[src/rtl/thermal_alert_pkg.sv]
package thermal_alert_pkg;
  localparam int QCNT_W = 3;

  typedef enum logic {WATCH_HI = 1'b0, WATCH_LO = 1'b1} phase_t;

  function automatic logic [QCNT_W-1:0] fq_depth(input logic [1:0] code);
    case (code)
      2'b00:   fq_depth = 3'd1;
      2'b01:   fq_depth = 3'd2;
      2'b10:   fq_depth = 3'd4;
      default: fq_depth = 3'd6;
    endcase
  endfunction
endpackage

[src/rtl/ta_limit_cmp.sv]
module ta_limit_cmp #(
  parameter int TEMP_W = 12
) (
  input  logic [TEMP_W-1:0] temp,
  input  logic [TEMP_W-1:0] hi,
  input  logic [TEMP_W-1:0] lo,
  output logic              over_hi,
  output logic              under_lo
);
  // signed comparison, equality counts as crossing
  always_comb begin
    over_hi  = $signed(temp) >= $signed(hi);
    under_lo = $signed(temp) <= $signed(lo);
  end
endmodule

[src/rtl/ta_fault_queue.sv]
module ta_fault_queue
  import thermal_alert_pkg::*;
(
  input  logic       clk,
  input  logic       rst,
  input  logic       sample,
  input  logic       fault,
  input  logic       clr,
  input  logic [1:0] fq_code,
  output logic       run_done
);
  logic [QCNT_W-1:0] cnt;
  logic [QCNT_W-1:0] cnt_inc;

  always_comb begin
    cnt_inc  = cnt + 1'b1;
    run_done = sample && fault && !clr && (cnt_inc == fq_depth(fq_code));
  end

  always_ff @(posedge clk) begin
    if (rst || clr) begin
      cnt <= '0;
    end else if (sample) begin
      if (!fault || run_done) cnt <= '0;
      else                    cnt <= cnt_inc;
    end
  end


  cnt_below_depth_chk: assert property (@(posedge clk) disable iff (rst)
    !clr |-> (cnt < fq_depth(fq_code)));


  run_restart_chk: assert property (@(posedge clk) disable iff (rst)
    (sample && !fault) |=> (cnt == '0));
endmodule

[src/rtl/ta_alert_fsm.sv]
module ta_alert_fsm
  import thermal_alert_pkg::*;
(
  input  logic clk,
  input  logic rst,
  input  logic mode,
  input  logic rd,
  input  logic run_done,
  output logic watch_lo,
  output logic count_en,
  output logic act_next
);
  phase_t phase, phase_n;
  logic   latch, latch_n;

  always_comb begin
    count_en = mode ? (!latch || rd) : 1'b1;
    phase_n  = run_done ? phase_t'(~phase) : phase;
    if (!mode)         latch_n = 1'b0;
    else if (run_done) latch_n = 1'b1;
    else if (rd)       latch_n = 1'b0;
    else               latch_n = latch;
    act_next = mode ? latch_n : (phase_n == WATCH_LO);
    watch_lo = (phase == WATCH_LO);
  end

  always_ff @(posedge clk) begin
    if (rst) begin
      phase <= WATCH_HI;
      latch <= 1'b0;
    end else begin
      phase <= phase_n;
      latch <= latch_n;
    end
  end


  read_clears_latch_chk: assert property (@(posedge clk) disable iff (rst)
    (mode && rd && !run_done) |=> !latch);


  level_mode_no_latch_chk: assert property (@(posedge clk) disable iff (rst)
    !mode |=> !latch);
endmodule

[src/rtl/ta_conv_pacer.sv]
module ta_conv_pacer #(
  parameter int CONV_CYC = 64
) (
  input  logic clk,
  input  logic rst,
  input  logic shutdown,
  output logic busy,
  output logic done
);
  localparam int CW = (CONV_CYC > 1) ? $clog2(CONV_CYC) : 1;
  localparam logic [CW-1:0] LAST = CW'(CONV_CYC - 1);

  logic [CW-1:0] ccnt;
  logic          at_last;

  always_comb at_last = busy && (ccnt == LAST);

  always_ff @(posedge clk) begin
    if (rst) begin
      ccnt <= '0;
      busy <= 1'b1;
      done <= 1'b0;
    end else begin
      done <= at_last;
      if (busy) begin
        if (at_last) begin
          ccnt <= '0;
          busy <= !shutdown;
        end else begin
          ccnt <= ccnt + 1'b1;
        end
      end else if (!shutdown) begin
        busy <= 1'b1;
        ccnt <= '0;
      end
    end
  end


  done_single_chk: assert property (@(posedge clk) disable iff (rst)
    done |=> !done);


  idle_holds_chk: assert property (@(posedge clk) disable iff (rst)
    (!busy && shutdown) |=> (!busy && !done));
endmodule

[src/rtl/thermal_alert.sv]
module thermal_alert
  import thermal_alert_pkg::*;
#(
  parameter int TEMP_W   = 12,
  parameter int CONV_CYC = 64
) (
  input  logic              clk,
  input  logic              rst,
  input  logic              res_valid,
  input  logic [TEMP_W-1:0] res_temp,
  input  logic [TEMP_W-1:0] lim_hi,
  input  logic [TEMP_W-1:0] lim_lo,
  input  logic              cfg_mode,
  input  logic              cfg_pol,
  input  logic [1:0]        cfg_fq,
  input  logic              cfg_shutdown,
  input  logic              rd_pulse,
  output logic              alert_pin,
  output logic              conv_busy,
  output logic              conv_done
);
  logic       over_hi, under_lo;
  logic       watch_lo, count_en, act_next, run_done;
  logic [1:0] fq_q;
  logic       mode_q;
  logic       cfg_chg;
  logic       fault_sel;

  ta_limit_cmp #(.TEMP_W(TEMP_W)) u_cmp (
    .temp(res_temp), .hi(lim_hi), .lo(lim_lo),
    .over_hi(over_hi), .under_lo(under_lo)
  );

  always_comb begin
    cfg_chg   = (cfg_fq != fq_q) || (cfg_mode != mode_q);
    fault_sel = watch_lo ? under_lo : over_hi;
  end

  ta_fault_queue u_fq (
    .clk(clk), .rst(rst), .sample(res_valid && count_en),
    .fault(fault_sel), .clr(cfg_chg), .fq_code(cfg_fq),
    .run_done(run_done)
  );

  ta_alert_fsm u_fsm (
    .clk(clk), .rst(rst), .mode(cfg_mode), .rd(rd_pulse),
    .run_done(run_done), .watch_lo(watch_lo),
    .count_en(count_en), .act_next(act_next)
  );

  ta_conv_pacer #(.CONV_CYC(CONV_CYC)) u_pacer (
    .clk(clk), .rst(rst), .shutdown(cfg_shutdown),
    .busy(conv_busy), .done(conv_done)
  );

  always_ff @(posedge clk) begin
    fq_q   <= cfg_fq;
    mode_q <= cfg_mode;
    if (rst) alert_pin <= ~cfg_pol;
    else     alert_pin <= cfg_pol ? act_next : ~act_next;
  end


  reset_inactive_chk: assert property (@(posedge clk)
    rst |=> (alert_pin == ~$past(cfg_pol)));


  cfg_change_no_run_chk: assert property (@(posedge clk) disable iff (rst)
    cfg_chg |-> !run_done);
endmodule

[config.mk]
export PLATFORM = sky130hd
export DESIGN_NAME = thermal_alert
export DESIGN_NICKNAME = d
export VERILOG_FILES = /design/src/rtl/thermal_alert_pkg.sv /design/src/rtl/ta_limit_cmp.sv /design/src/rtl/ta_fault_queue.sv /design/src/rtl/ta_alert_fsm.sv /design/src/rtl/ta_conv_pacer.sv /design/src/rtl/thermal_alert.sv
export SDC_FILE = /design/constraint.sdc
export NUM_CORES = 1
export LEC_CHECK = 0
export BUFFER_PORTS_ARGS = -buffer_cell sky130_fd_sc_hd__clkbuf_2
export CELL_PAD_IN_SITES_DETAIL_PLACEMENT = 0
export CELL_PAD_IN_SITES_GLOBAL_PLACEMENT = 1
export CORE_MARGIN = 5
export CORE_UTILIZATION = 39
export CTS_CLUSTER_DIAMETER = 80
export DETAILED_ROUTE_END_ITERATION = 7
export HOLD_SLACK_MARGIN = 0.15
export MAX_ROUTING_LAYER = met4
export PLACE_DENSITY = 0.89
export RECOVER_POWER = 100
export SLEW_MARGIN = 0
export SYNTH_ARGS = -nofsm -noshare
export SYNTH_HDL_FRONTEND = slang
export SYNTH_SLANG_ARGS = --single-unit
[constraint.sdc]
create_clock -name clk -period 4.61 [get_ports clk]
set_clock_uncertainty 0.2 [all_clocks]
set_input_delay 0.2305 -clock clk [delete_from_list [all_inputs] [get_ports clk]]
set_output_delay 0.2305 -clock clk [all_outputs]
set_load 0.05 [all_outputs]
==> metrics.md, run 1 <==
| Metric | Value |
|---|---|
| Placed cells | 270 |
| Die height | 70.82 um |
| Worst hold path startpoint | u_pacer.ccnt[5] |
| Switching Fraction | 28.02% |
| Warnings, synthesis | 0 |
| Pwr dens | 197.4 nW/um^2 |
| Slew at the pin with the worst max-slew slack | 0.6628 ns |
| Outcome | completed |
| Sink Count | 17 |
| Share of cells above drive strength 1 | 23.40% |
| Post-synth ARST share | 0% |
| Reg2Reg Depth | 9 |
| Global-route usage over all layers | 12.82% |
| Pins Over Slew Limit | 0 |
| Via count | 1353 |
| Startpoint Class | register |
| CP dominant cell by count | a211oi_1 |
| Initial Util | 39.70% |
| Max reg flops | 6 |
| Final Non-Filler Cells | 283 |
| Layout Utilization | 51.00% |
| Crit path from | u_fq.cnt[0] |
| Post-synthesis cell count | 177 |
| Slowest CP cell | a211oi_1 |
| Overall power | 0.3657 mW |
| Total congestion overflow | 0 |
| Synth top cells by count | ha_1, inv_1, dfxtp_1, a21oi_1, nand2_1 |
| Relative slew slack | 55.54% |
| Cell Area, Synth | 1443 sq um |
| RSZ-0062 raised after global routing | false |
| Clock root buffer | clkbuf_8 |
| Largest net degree at the start of global routing | 13 |
| Starting DRC count in detailed routing | 78 |
| Core Rows | 22 |
| Worst r2r dst | u_fsm.latch |
| Length of the first detailed-routing pass in iterations | 4 |
| CP Class | reg -> reg |
| Hold path depth | 2 |
| Die W | 70.82 um |
| Setup TNS | 0 ns |
| Placed Area | 1730 sq um |
| Syn nets | 248 |
| Worst-path maximum fanout | 5 |
| Clock transition at path regs | 0.07 ns |
| Top cell type's share of synthesized area | 23.59% |
| LEAKAGE | 0.9107 nW |
| # DRC | 0 |
| Layout Cell Area excl Fill | 1853 sq um |
| Synth area leader | dfxtp_1 |
| ANT cells | 0 |
| R2r startpoint | u_fq.cnt[0] |
| Layout Area Growth over Synthesis | 28.45% |
| Drt total wl | 2.972 mm |
| H-tree levels | 1 |
| # setup viols final | 0 |
| Total die area | 5015 sq um |
| MaxCap Viol Count | 0 |
| Clock share of power | 29.9% |
| Largest stage delay on the critical path | 0.57 ns |
| Final clock period utilization by the worst path | 61.74% |
| Number of antenna violations at the first check in global routing | 0 |
| Min-delay worst type | reg -> reg |
| Main area contributors after synthesis | dfxtp_1, ha_1, inv_1 |
| CP Data Arrival Time | 2.84 ns |
| Area of the core | 3633 sq um |
| Top-Level Pins | 48 |
| Vias in the first global route | 1270 |
| Fill cell total of the finished layout | 381 |
| Clock Latency Late Sink | 0.25 ns |
| EDFF count, synth | 0 |
| Port bufs | 47 |
| Internal | 0.2633 mW |
| Clock Path Buffers | 2 |
| CTS tree | done |
| FF+latch count, synth | 17 |
| Syn avg cell area | 8.150 sq um |
| Hold-critical path endpoint | u_pacer.done |
| Global-route wire length before repair | 5.209 mm |
| Maximum vdd drop | 0.1548 mV |
| R2R Setup Slk | 1.76 ns |
| Crit path cell chain | ha_1, xor2_1, nor2_1, and3_1, o21ai_0, a211oi_1, nand2_1, a211oi_1, dlygate4sd3_1 |
| Sequential area share after synthesis | 23.59% |
| Avg WL per Cell | 10.50 um |
| Gpl congestion | 0.7110 |
| Worst setup EP type | register |
| # Post-CTS Setup Buffers | 0 |
| CTS Buf Count | 3 |
| Cell variety after synth | 40 |
| Comb pwr share | 27.8% |
| Hold Fails Final Rpt | 0 |
| Fin crit period | 2.846 ns |
| Largest regs | u_pacer.ccnt (6), u_fq.cnt (3), fq_q (2) |
| Sequential power share | 42.3% |
| Achievable frequency | 351.4 MHz |
| Top_reg_cell synth | dfxtp_1 |
| CP Data Required Time | 4.61 ns |
| Switching Power | 0.1025 mW |
| Vias/cell | 4.781 |
| Top reg by flops | u_pacer.ccnt |
| Post-detail-place hpwl | 2.534 mm |
| Final ANT Viol Nets | 0 |
| Final #Nets | 307 |
layout by cell type, fill, tap and decap left out, drive strengths merged, types with 2 or more instances in the layout:
cell type	synthesis	final
nand3b	5	5
a21oi	14	14
o211ai	2	2
nor2b	4	4
a21boi	2	2
o21ai	5	5
xnor2	5	5
nor3	7	7
or2	2	2
a31oi	4	4
nand2	10	10
dfxtp	17	17
a211oi	5	5
clkbuf	2	50
nor2	9	9
dlygate4sd3	0	9
ha	26	26
nand4	4	4
nand3	9	9
inv	26	26
and3	3	3
a21o	4	4
metal layers:
layer / share of wire, % / vias up / global-route usage [%]
met2: 43 / 36 / 20.08
met4: 0.47 / 0 / 1.879
met3: 6.0 / 2 / 3.267
li1: - / 751 / -
met1: 51 / 564 / 17.05
met5: 0 / - / -
repair_timing:
item,4_1_cts,5_1_grt
hold endpoints to repair,13,0
hold buffers,9,0
resized for setup,0,0
final cells by class:
class	instances	area, sq um	share of cell area (%)
Clock inverter	1	5.005	0.2701
Clock buffer	3	41.29	2.228
Timing Repair Buffer	56	316.6	17.08
Sequential cell	17	340.3	18.37
Inverter	26	97.59	5.267
Multi-Input combinational cell	132	992.2	53.54
Tap cell	48	60.06	3.241
worst max-delay path: cells and delay by family (launching register included):
kind,cells,cell delay [ns]
AO/OA/AOI/OAI,3,0.89
XOR/XNOR,1,0.16
adder cells (fa/ha/maj),1,0.25
buffers and inverters,1,0.57
flip-flops,1,0.34
AND/OR/NAND/NOR,3,0.39
through the flow:
step	setup slack (ns)	hold WS [ns]
global placement	2.214	0.1853
CTS	1.952	0.2810
floorplan	2.401	0.05822
detailed placement	2.180	0.1867
finish	1.764	0.2788
global route	1.614	0.3280
cell families after synthesis:
kind of cell               Yosys count  synth area share, %
buffers and inverters               28                7.285
adders and majority gates           26                22.55
AOI/OAI and AO/OA                   42                20.21
DFF                                 17                23.59
and+or+nand+nor                     58                22.72
xor gates and xnor gates             6                3.643
power groups by stage:
stage	Combinational, mW	Clock, mW	Sequential (mW)
finish	0.102	0.109	0.155
global route	0.116	0.124	0.155
CTS	0.104	0.114	0.155
detailed placement	0.0983	0	0.158
global placement	0.0973	0	0.158
floorplan	0.0612	0	0.160
how the worst max path moves through the flow:
| stage | endpoint | slack (ns) | depth (start not counted) |
|---|---|---|---|
| final | u_fsm.latch | 1.76 | 9 |
| after global routing | u_fsm.latch | 1.61 | 8 |
| after CTS | u_fsm.latch | 1.95 | 11 |
| after detailed placement | alert_pin | 2.18 | 11 |
| after global placement | alert_pin | 2.21 | 11 |
| after floorplan | alert_pin | 2.40 | 10 |
No activity file was read; power rests on OpenSTA's default activity.
==> inputs of run 2 (changes only) <==
CORE_UTILIZATION = 33   (was 39)
PLACE_DENSITY = 0.81   (was 0.89)
clock period = 2.55 ns   (was 4.61 ns; I/O delays follow)
==> run 2 against run 1 <==
Effect of this change: global-route usage is 0.70 points lower; via count is 3.0% higher; total power is 84% higher; worst setup slack worse by 1.5 ns; cell count is 1.4% higher; worst hold slack better by 0.013 ns; non-clock buffer count stayed put; count of clock-buffer cells in the layout stayed put.
==> metrics.md, run 2 (same netlist as run 1, synthesis figures left out) <==
| Metric | Value |
|---|---|
| Top reg by flops | u_pacer.ccnt (unchanged) |
| Pre-CTS WS | 0.2278 ns (was 2.180 ns) |
| Global-route wire length before repair | 5.975 mm (was 5.209 mm) |
| Length of the first detailed-routing pass in iterations | 6 (was 4) |
| Largest stage delay on the critical path | 0.35 ns (was 0.57 ns) |
| Slowest CP cell | a211oi_2 (was a211oi_1) |
| Pins Over Slew Limit | 0 (unchanged) |
| Core Rows | 24 (was 22) |
| Clock Path Buffers | 2 (unchanged) |
| Via count | 1393 (was 1353) |
| Layout Utilization | 43.39% (was 51.00%) |
| Worst-path maximum fanout | 5 (unchanged) |
| Setup ws final | 0.2313 ns (was 1.764 ns) |
| Avg WL per Cell | 11.21 um (was 10.50 um) |
| Sink Count | 17 (unchanged) |
| Vias/cell | 4.854 (was 4.781) |
| # setup viols final | 0 (unchanged) |
| Top-Level Pins | 48 (unchanged) |
| Final Non-Filler Cells | 287 (was 283) |
| Post-CTS Resized | 0 (unchanged) |
| Routed met2 length | 1.535 mm (was 1.268 mm) |
| Hold Fails Final Rpt | 0 (unchanged) |
| Die height | 76.12 um (was 70.82 um) |
| Outcome | completed (unchanged) |
| # Post-CTS Setup Buffers | 0 (unchanged) |
| Overall power | 0.6723 mW (was 0.3657 mW) |
| Setup TNS | 0 ns (unchanged) |
| Clock transition at path regs | 0.07 ns (about the same) |
| LEAKAGE | 0.9056 nW (was 0.9107 nW) |
| Top Layer Used | met4 (unchanged) |
| Routed length on met3 | 174 um (was 178 um) |
| MaxCap Viol Count | 0 (unchanged) |
| Maximum vdd drop | 0.1878 mV (was 0.1548 mV) |
| Fill cell total of the finished layout | 459 (was 381) |
| Largest regs | u_pacer.ccnt (6), u_fq.cnt (3), fq_q (2) (unchanged) |
| H-tree levels | 1 (unchanged) |
| Min-delay worst type | reg -> reg (unchanged) |
| Reg2Reg Depth | 9 (unchanged) |
| M1 WL | 1.491 mm (was 1.510 mm) |
| Final ANT Viol Nets | 0 (unchanged) |
| Initial Util | 33.60% (was 39.70%) |
| Worst r2r dst | alert_pin (was u_fsm.latch) |
| Achievable frequency | 431.3 MHz (was 351.4 MHz) |
| Final #Nets | 307 (unchanged) |
| Pwr dens | 360.8 nW/um^2 (was 197.4 nW/um^2) |
| Commonest non-fill, non-tap cell in the layout | clkbuf_2 (unchanged) |
| CP Class | reg -> reg (unchanged) |
| CP Data Required Time | 2.54 ns (was 4.61 ns) |
| Gpl congestion | 0.7369 (was 0.7110) |
| Placed cells | 274 (was 270) |
| Relative slew slack | 60.60% (was 55.54%) |
| # DRC | 0 (unchanged) |
| R2R Setup Slk | 0.23 ns (was 1.76 ns) |
| CP Data Arrival Time | 2.31 ns (was 2.84 ns) |
| Port bufs | 47 (unchanged) |
| Total die area | 5794 sq um (was 5015 sq um) |
| RSZ-0062 raised after global routing | false (unchanged) |
| Final clock period utilization by the worst path | 90.93% (was 61.74%) |
| Slew at the pin with the worst max-slew slack | 0.5935 ns (was 0.6628 ns) |
| R2r startpoint | u_fq.cnt[0] (unchanged) |
| Hold path depth | 2 (unchanged) |
| Drt total wl | 3.218 mm (was 2.972 mm) |
| Most frequent cells in the layout | clkbuf_2, inv_1, ha_1 (unchanged) |
| ANT cells | 0 (unchanged) |
| Layout Area Growth over Synthesis | 29.14% (was 28.45%) |
| Startpoint Class | register (unchanged) |
| Largest net degree at the start of global routing | 13 (unchanged) |
| Number of antenna violations at the first check in global routing | 0 (unchanged) |
| Worst hold path startpoint | u_pacer.ccnt[5] (unchanged) |
| Die W | 76.12 um (was 70.82 um) |
| Total congestion overflow | 0 (unchanged) |
| Worst setup EP type | register (unchanged) |
| Fin crit period | 2.319 ns (was 2.846 ns) |
| Crit path cell chain | ha_1, xor2_1, nor2_1, and3_1, o21ai_0, a211oi_2, nand3b_2, a311oi_2, xnor2_1 (was ha_1, xor2_1, nor2_1, and3_1, o21ai_0, a211oi_1, nand2_1, a211oi_1, dlygate4sd3_1) |
| Area of the core | 4294 sq um (was 3633 sq um) |
| CTS Buf Count | 3 (unchanged) |
| Clock root buffer | clkbuf_8 (unchanged) |
| Global-route usage over all layers | 12.12% (was 12.82%) |
| Clock Latency Late Sink | 0.26 ns (was 0.25 ns) |
| CTS tree | done (unchanged) |
| Post-detail-place hpwl | 2.770 mm (was 2.534 mm) |
| Vias in the first global route | 1428 (was 1270) |
| Hold-critical path endpoint | u_pacer.done (unchanged) |
| Max reg flops | 6 (unchanged) |
| Hold Buf Count CTS | 9 (unchanged) |
| Share of cells above drive strength 1 | 23.83% (was 23.40%) |
| Starting DRC count in detailed routing | 51 (was 78) |
==> run 2: cell count changes in the layout (fill, tap and decap cells not counted) <==
cell      before  now
a211oi_1       5    4
a211oi_2       0    1
==> run 2: how the worst max path moves through the flow <==
stage | startpoint | end | slack, ns | cells past startpoint
CTS | u_fq.cnt[0] | alert_pin | 0.22 | 9
detailed placement | u_fq.cnt[0] | alert_pin | 0.23 | 9
finish | u_fq.cnt[0] | alert_pin | 0.23 | 9
global route | u_fq.cnt[0] | alert_pin | 0.01 | 8
global placement | lim_lo[11] | alert_pin | 0.25 | 11
floorplan | u_fq.cnt[0] | alert_pin | 0.40 | 8
==> run 2: critical path, delay by kind of cell, from the launching register on <==
family	cells	cell delay, ns
compound gates	3	0.75
simple gates	3	0.43
flops	1	0.34
xor+xnor	2	0.30
fa+ha+maj	1	0.24
==> run 2: stage by stage <==
stage                     hold WS (ns)  area [sq um]
final                           0.2922          1863
after global routing            0.3281          1863
after CTS                       0.2904          1872
after detailed placement       0.09534          1735
after global placement         0.09498          1735
after floorplan               -0.04478          1443
==> run 2: area by class of cell <==
| cell class | count | area, sq um | area share (%) |
|---|---|---|---|
| clock buffer | 3 | 41.29 | 2.216 |
| timing repair buffer | 56 | 316.6 | 16.99 |
| clock inverter | 1 | 5.005 | 0.2686 |
| inverter | 26 | 97.59 | 5.238 |
| tap | 52 | 65.06 | 3.492 |
| multi-input combinational | 132 | 997.2 | 53.53 |
| sequential | 17 | 340.3 | 18.27 |
==> run 2: power by group <==
group	total (mW)	switching [mW]	leakage, nW	internal [mW]
clock	0.205	0.0959	0.0255	0.109
combinational	0.188	0.0941	0.741	0.0940
sequential	0.280	0.00543	0.139	0.274
==> run 2: metal layers <==
| metal | up-vias | global-route usage, % |
|---|---|---|
| li1 | 748 | - |
| met1 | 611 | 15.52 |
| met2 | 30 | 19.52 |
| met3 | 4 | 3.073 |
| met4 | 0 | 2.098 |
| met5 | - | - |
==> inputs of run 3 (changes only) <==
--- a/config.mk
+++ b/config.mk
@@ -10,5 +10,5 @@
 export CELL_PAD_IN_SITES_GLOBAL_PLACEMENT = 1
 export CORE_MARGIN = 5
-export CORE_UTILIZATION = 33
+export CORE_UTILIZATION = 34
 export CTS_CLUSTER_DIAMETER = 80
 export DETAILED_ROUTE_END_ITERATION = 7
@@ -20,3 +20,4 @@
 export SYNTH_ARGS = -nofsm -noshare
 export SYNTH_HDL_FRONTEND = slang
+export SYNTH_HIERARCHICAL = 1
 export SYNTH_SLANG_ARGS = --single-unit
==> constraint.sdc (replaced) <==
create_clock -name clk -period 2.55 [get_ports clk]
set_clock_uncertainty 0.2 [all_clocks]
set_input_delay 0.51 -clock clk [delete_from_list [all_inputs] [get_ports clk]]
set_output_delay 0.51 -clock clk [all_outputs]
set_load 0.05 [all_outputs]
==> run 3 against run 2 <==
Effect of this change: largest cell class unchanged; the run now ends with negative setup slack left; total power grew 6.0%; clock power barely moved; worst setup slack worse by 0.58 ns.
==> metrics.md, run 3 <==
| Metric | Value |
|---|---|
| Clock Path Buffers | 2 (unchanged) |
| CTS tree | done (unchanged) |
| Final clock period utilization by the worst path | 113.5% (was 90.93%) |
| Syn nets | 238 (was 248) |
| Layout Area Growth over Synthesis | 42.73% (was 29.14%) |
| Placed cells | 279 (was 274) |
| Drt total wl | 3.488 mm (was 3.218 mm) |
| Cell variety after synth | 48 (was 40) |
| Cell Area, Synth | 1488 sq um (was 1443 sq um) |
| Top cell type's share of synthesized area | 22.88% (was 23.59%) |
| Pins Over Slew Limit | 0 (unchanged) |
| Top reg by flops | u_pacer/ccnt (was u_pacer.ccnt) |
| Initial Util | 34.64% (was 33.60%) |
| Synth top cells by count | ha_1, inv_1, dfxtp_1, a21oi_1, nand3_1 (was ha_1, inv_1, dfxtp_1, a21oi_1, nand2_1) |
| Vias in the first global route | 1428 (unchanged) |
| Commonest non-fill, non-tap cell in the layout | clkbuf_2 (unchanged) |
| Clock root buffer | clkbuf_8 (unchanged) |
| Post-detail-place hpwl | 2.806 mm (was 2.770 mm) |
| CP Data Required Time | 2.53 ns (was 2.54 ns) |
| Max reg flops | 6 (unchanged) |
| Global-route wire length before repair | 5.954 mm (was 5.975 mm) |
| Avg WL per Cell | 12.24 um (was 11.21 um) |
| Worst setup EP type | register (unchanged) |
| Relative slew slack | 60.19% (was 60.60%) |
| Core Rows | 24 (unchanged) |
| Synth area leader | dfxtp_1 (unchanged) |
| Number of antenna violations at the first check in global routing | 0 (unchanged) |
| Die W | 76.15 um (was 76.12 um) |
| MaxCap Viol Count | 0 (unchanged) |
| Top-Level Pins | 48 (unchanged) |
| H-tree levels | 1 (unchanged) |
| Sink Count | 17 (unchanged) |
| Post-synthesis cell count | 167 (was 177) |
| Worst-path maximum fanout | 4 (was 5) |
| Post-synth ARST share | 0% (unchanged) |
| R2R Setup Slk | 0.28 ns (was 0.23 ns) |
| CP Class | in -> reg (was reg -> reg) |
| Most frequent cells in the layout | clkbuf_2, inv_1, ha_1 (unchanged) |
| CTS Buf Count | 3 (unchanged) |
| Vias/cell | 4.916 (was 4.854) |
| Placed Area | 1941 sq um (was 1735 sq um) |
| Hold Fails Final Rpt | 0 (unchanged) |
| Share of cells above drive strength 1 | 40.34% (was 23.83%) |
| FF+latch count, synth | 17 (unchanged) |
| Clock Latency Late Sink | 0.25 ns (was 0.26 ns) |
| Length of the first detailed-routing pass in iterations | 4 (was 6) |
| Setup ws final | -0.3446 ns (was 0.2313 ns) |
| Min-delay worst type | in -> reg (was reg -> reg) |
| Total congestion overflow | 0 (unchanged) |
| Outcome | complete, but fails checks (was completed) |
| Warnings, synthesis | 6 (was 0) |
| Hold Buf Count CTS | 0 (was 9) |
| Area of the core | 4294 sq um (unchanged) |
| Failing checks | negative setup slack |
| Global-route usage over all layers | 12.32% (was 12.12%) |
| Slew at the pin with the worst max-slew slack | 0.5996 ns (was 0.5935 ns) |
| Top-count cell post-synth | ha_1 |
| # DRC | 0 (unchanged) |
| LEAKAGE | 0.9876 nW (was 0.9056 nW) |
| Top_reg_cell synth | dfxtp_1 (unchanged) |
| Starting DRC count in detailed routing | 61 (was 51) |
| Final ANT Viol Nets | 0 (unchanged) |
| Pre-CTS WS | -0.6701 ns (was 0.2278 ns) |
| Syn avg cell area | 8.908 sq um (was 8.150 sq um) |
| Gpl congestion | 0.7893 (was 0.7369) |
| Main area contributors after synthesis | dfxtp_1, ha_1, inv_1 (unchanged) |
| Via count | 1401 (was 1393) |
| Final Non-Filler Cells | 285 (was 287) |
| Clock transition at path regs | 0.07 ns (about the same) |
| Die height | 76.15 um (was 76.12 um) |
| Pwr dens | 335.5 nW/um^2 (was 360.8 nW/um^2) |
| Overall power | 0.7124 mW (was 0.6723 mW) |
| Largest regs | u_pacer/ccnt (6), u_fq/cnt (3), fq_q (2) (was u_pacer.ccnt (6), u_fq.cnt (3), fq_q (2)) |
| Achievable frequency | 345.5 MHz (was 431.3 MHz) |
| EDFF count, synth | 0 (unchanged) |
| # setup viols final | 6 (was 0) |
| Area of the multi-input gates | 1177 sq um (was 997.2 sq um) |
| Total die area | 5798 sq um (was 5794 sq um) |
| Final #Nets | 305 (was 307) |
| Maximum vdd drop | 0.1634 mV (was 0.1878 mV) |
| Port bufs | 47 (unchanged) |
| ANT cells | 0 (unchanged) |
| Fill cell total of the finished layout | 416 (was 459) |
| CP Data Arrival Time | 2.87 ns (was 2.31 ns) |
| Layout Cell Area excl Fill | 2123 sq um (was 1863 sq um) |
| Fin crit period | 2.895 ns (was 2.319 ns) |
| Startpoint Class | input port (was register) |
| RSZ-0062 raised after global routing | true (was false) |
| Sequential area share after synthesis | 22.88% (was 23.59%) |
| Register area | 340.3 sq um (unchanged) |
| Largest net degree at the start of global routing | 17 (was 13) |
==> run 3: worst paths after layout <==
check,start,to,depth (start not counted)
worst max-delay path,res_temp[1],alert_pin,14
worst min-delay path,cfg_fq[1],fq_q[1],1
worst max register to register,u_fq/cnt[0],alert_pin,8
worst min register to register,u_fq/cnt[1],u_fq/cnt[1],1
==> run 3: worst max-delay path, stage by stage <==
cell and delay (ns):
clkbuf_8 0.12, ha_4 0.23, nor2b_4 0.12, o211ai_2 0.14
a211oi_2 0.10, a2111oi_4 0.29, mux2_4 0.33, mux2_4 0.26
nand3b_1 0.16, a211oi_4 0.08, buf_4 0.15, a21oi_2 0.11
nor2b_4 0.14, xnor2_1 0.12
==> run 3: power by group <==
part,total [mW],internal (mW),switching (mW)
combinational,0.230,0.127,0.103
sequential,0.280,0.274,0.00667
clock,0.202,0.111,0.0913
==> run 3: kinds of logic after synthesis <==
kind of cell             after synthesis  share of synthesized area (%)
XOR/XNOR                               6                          3.532
multiplexers                           4                          3.784
AND/OR/NAND/NOR                       48                          20.94
flip-flops                            17                          22.88
buffers and inverters                 27                          7.570
adder cells (fa/ha/maj)               26                          21.87
AO/OA/AOI/OAI                         39                          19.43
==> run 3: timing repair <==
item	in CTS	in global routing
buffers inserted	3	0
gates resized for setup	5	17
endpoints found under the setup margin	6	6
pin swaps	3	3
hold endpoints to repair	0	0
==> run 3: final cells by class <==
cell class | count | area share, %
repair buffers | 64 | 18.56
multi-input cells | 123 | 55.45
clock buffers | 4 | 2.121
flip-flops and latches | 17 | 16.03
inverters | 25 | 4.773
well taps | 52 | 3.064
==> run 3: per-stage QoR <==
| stage | hold slack (ns) | TNS (ns) | utilization, % |
|---|---|---|---|
| finish | 0.2211 | -1.518 | 49.45 |
| global route | 0.2275 | -2.051 | 49.45 |
| global placement | 0.2727 | -3.161 | 45.19 |
| floorplan | 0.2465 | -1.540 | - |
| CTS | 0.2123 | -1.421 | 47.38 |
| detailed placement | 0.2646 | -3.365 | 45.19 |
==> run 3: layer usage <==
metal	GRT usage, %	wire, um	vias to the layer above	part of all wire [%]
li1	-	-	734	-
met1	14.74	1578	628	45
met2	20.46	1676	35	48
met3	1.655	183	4	5.2
met4	5.594	50	0	1.4
met5	-	0	-	0
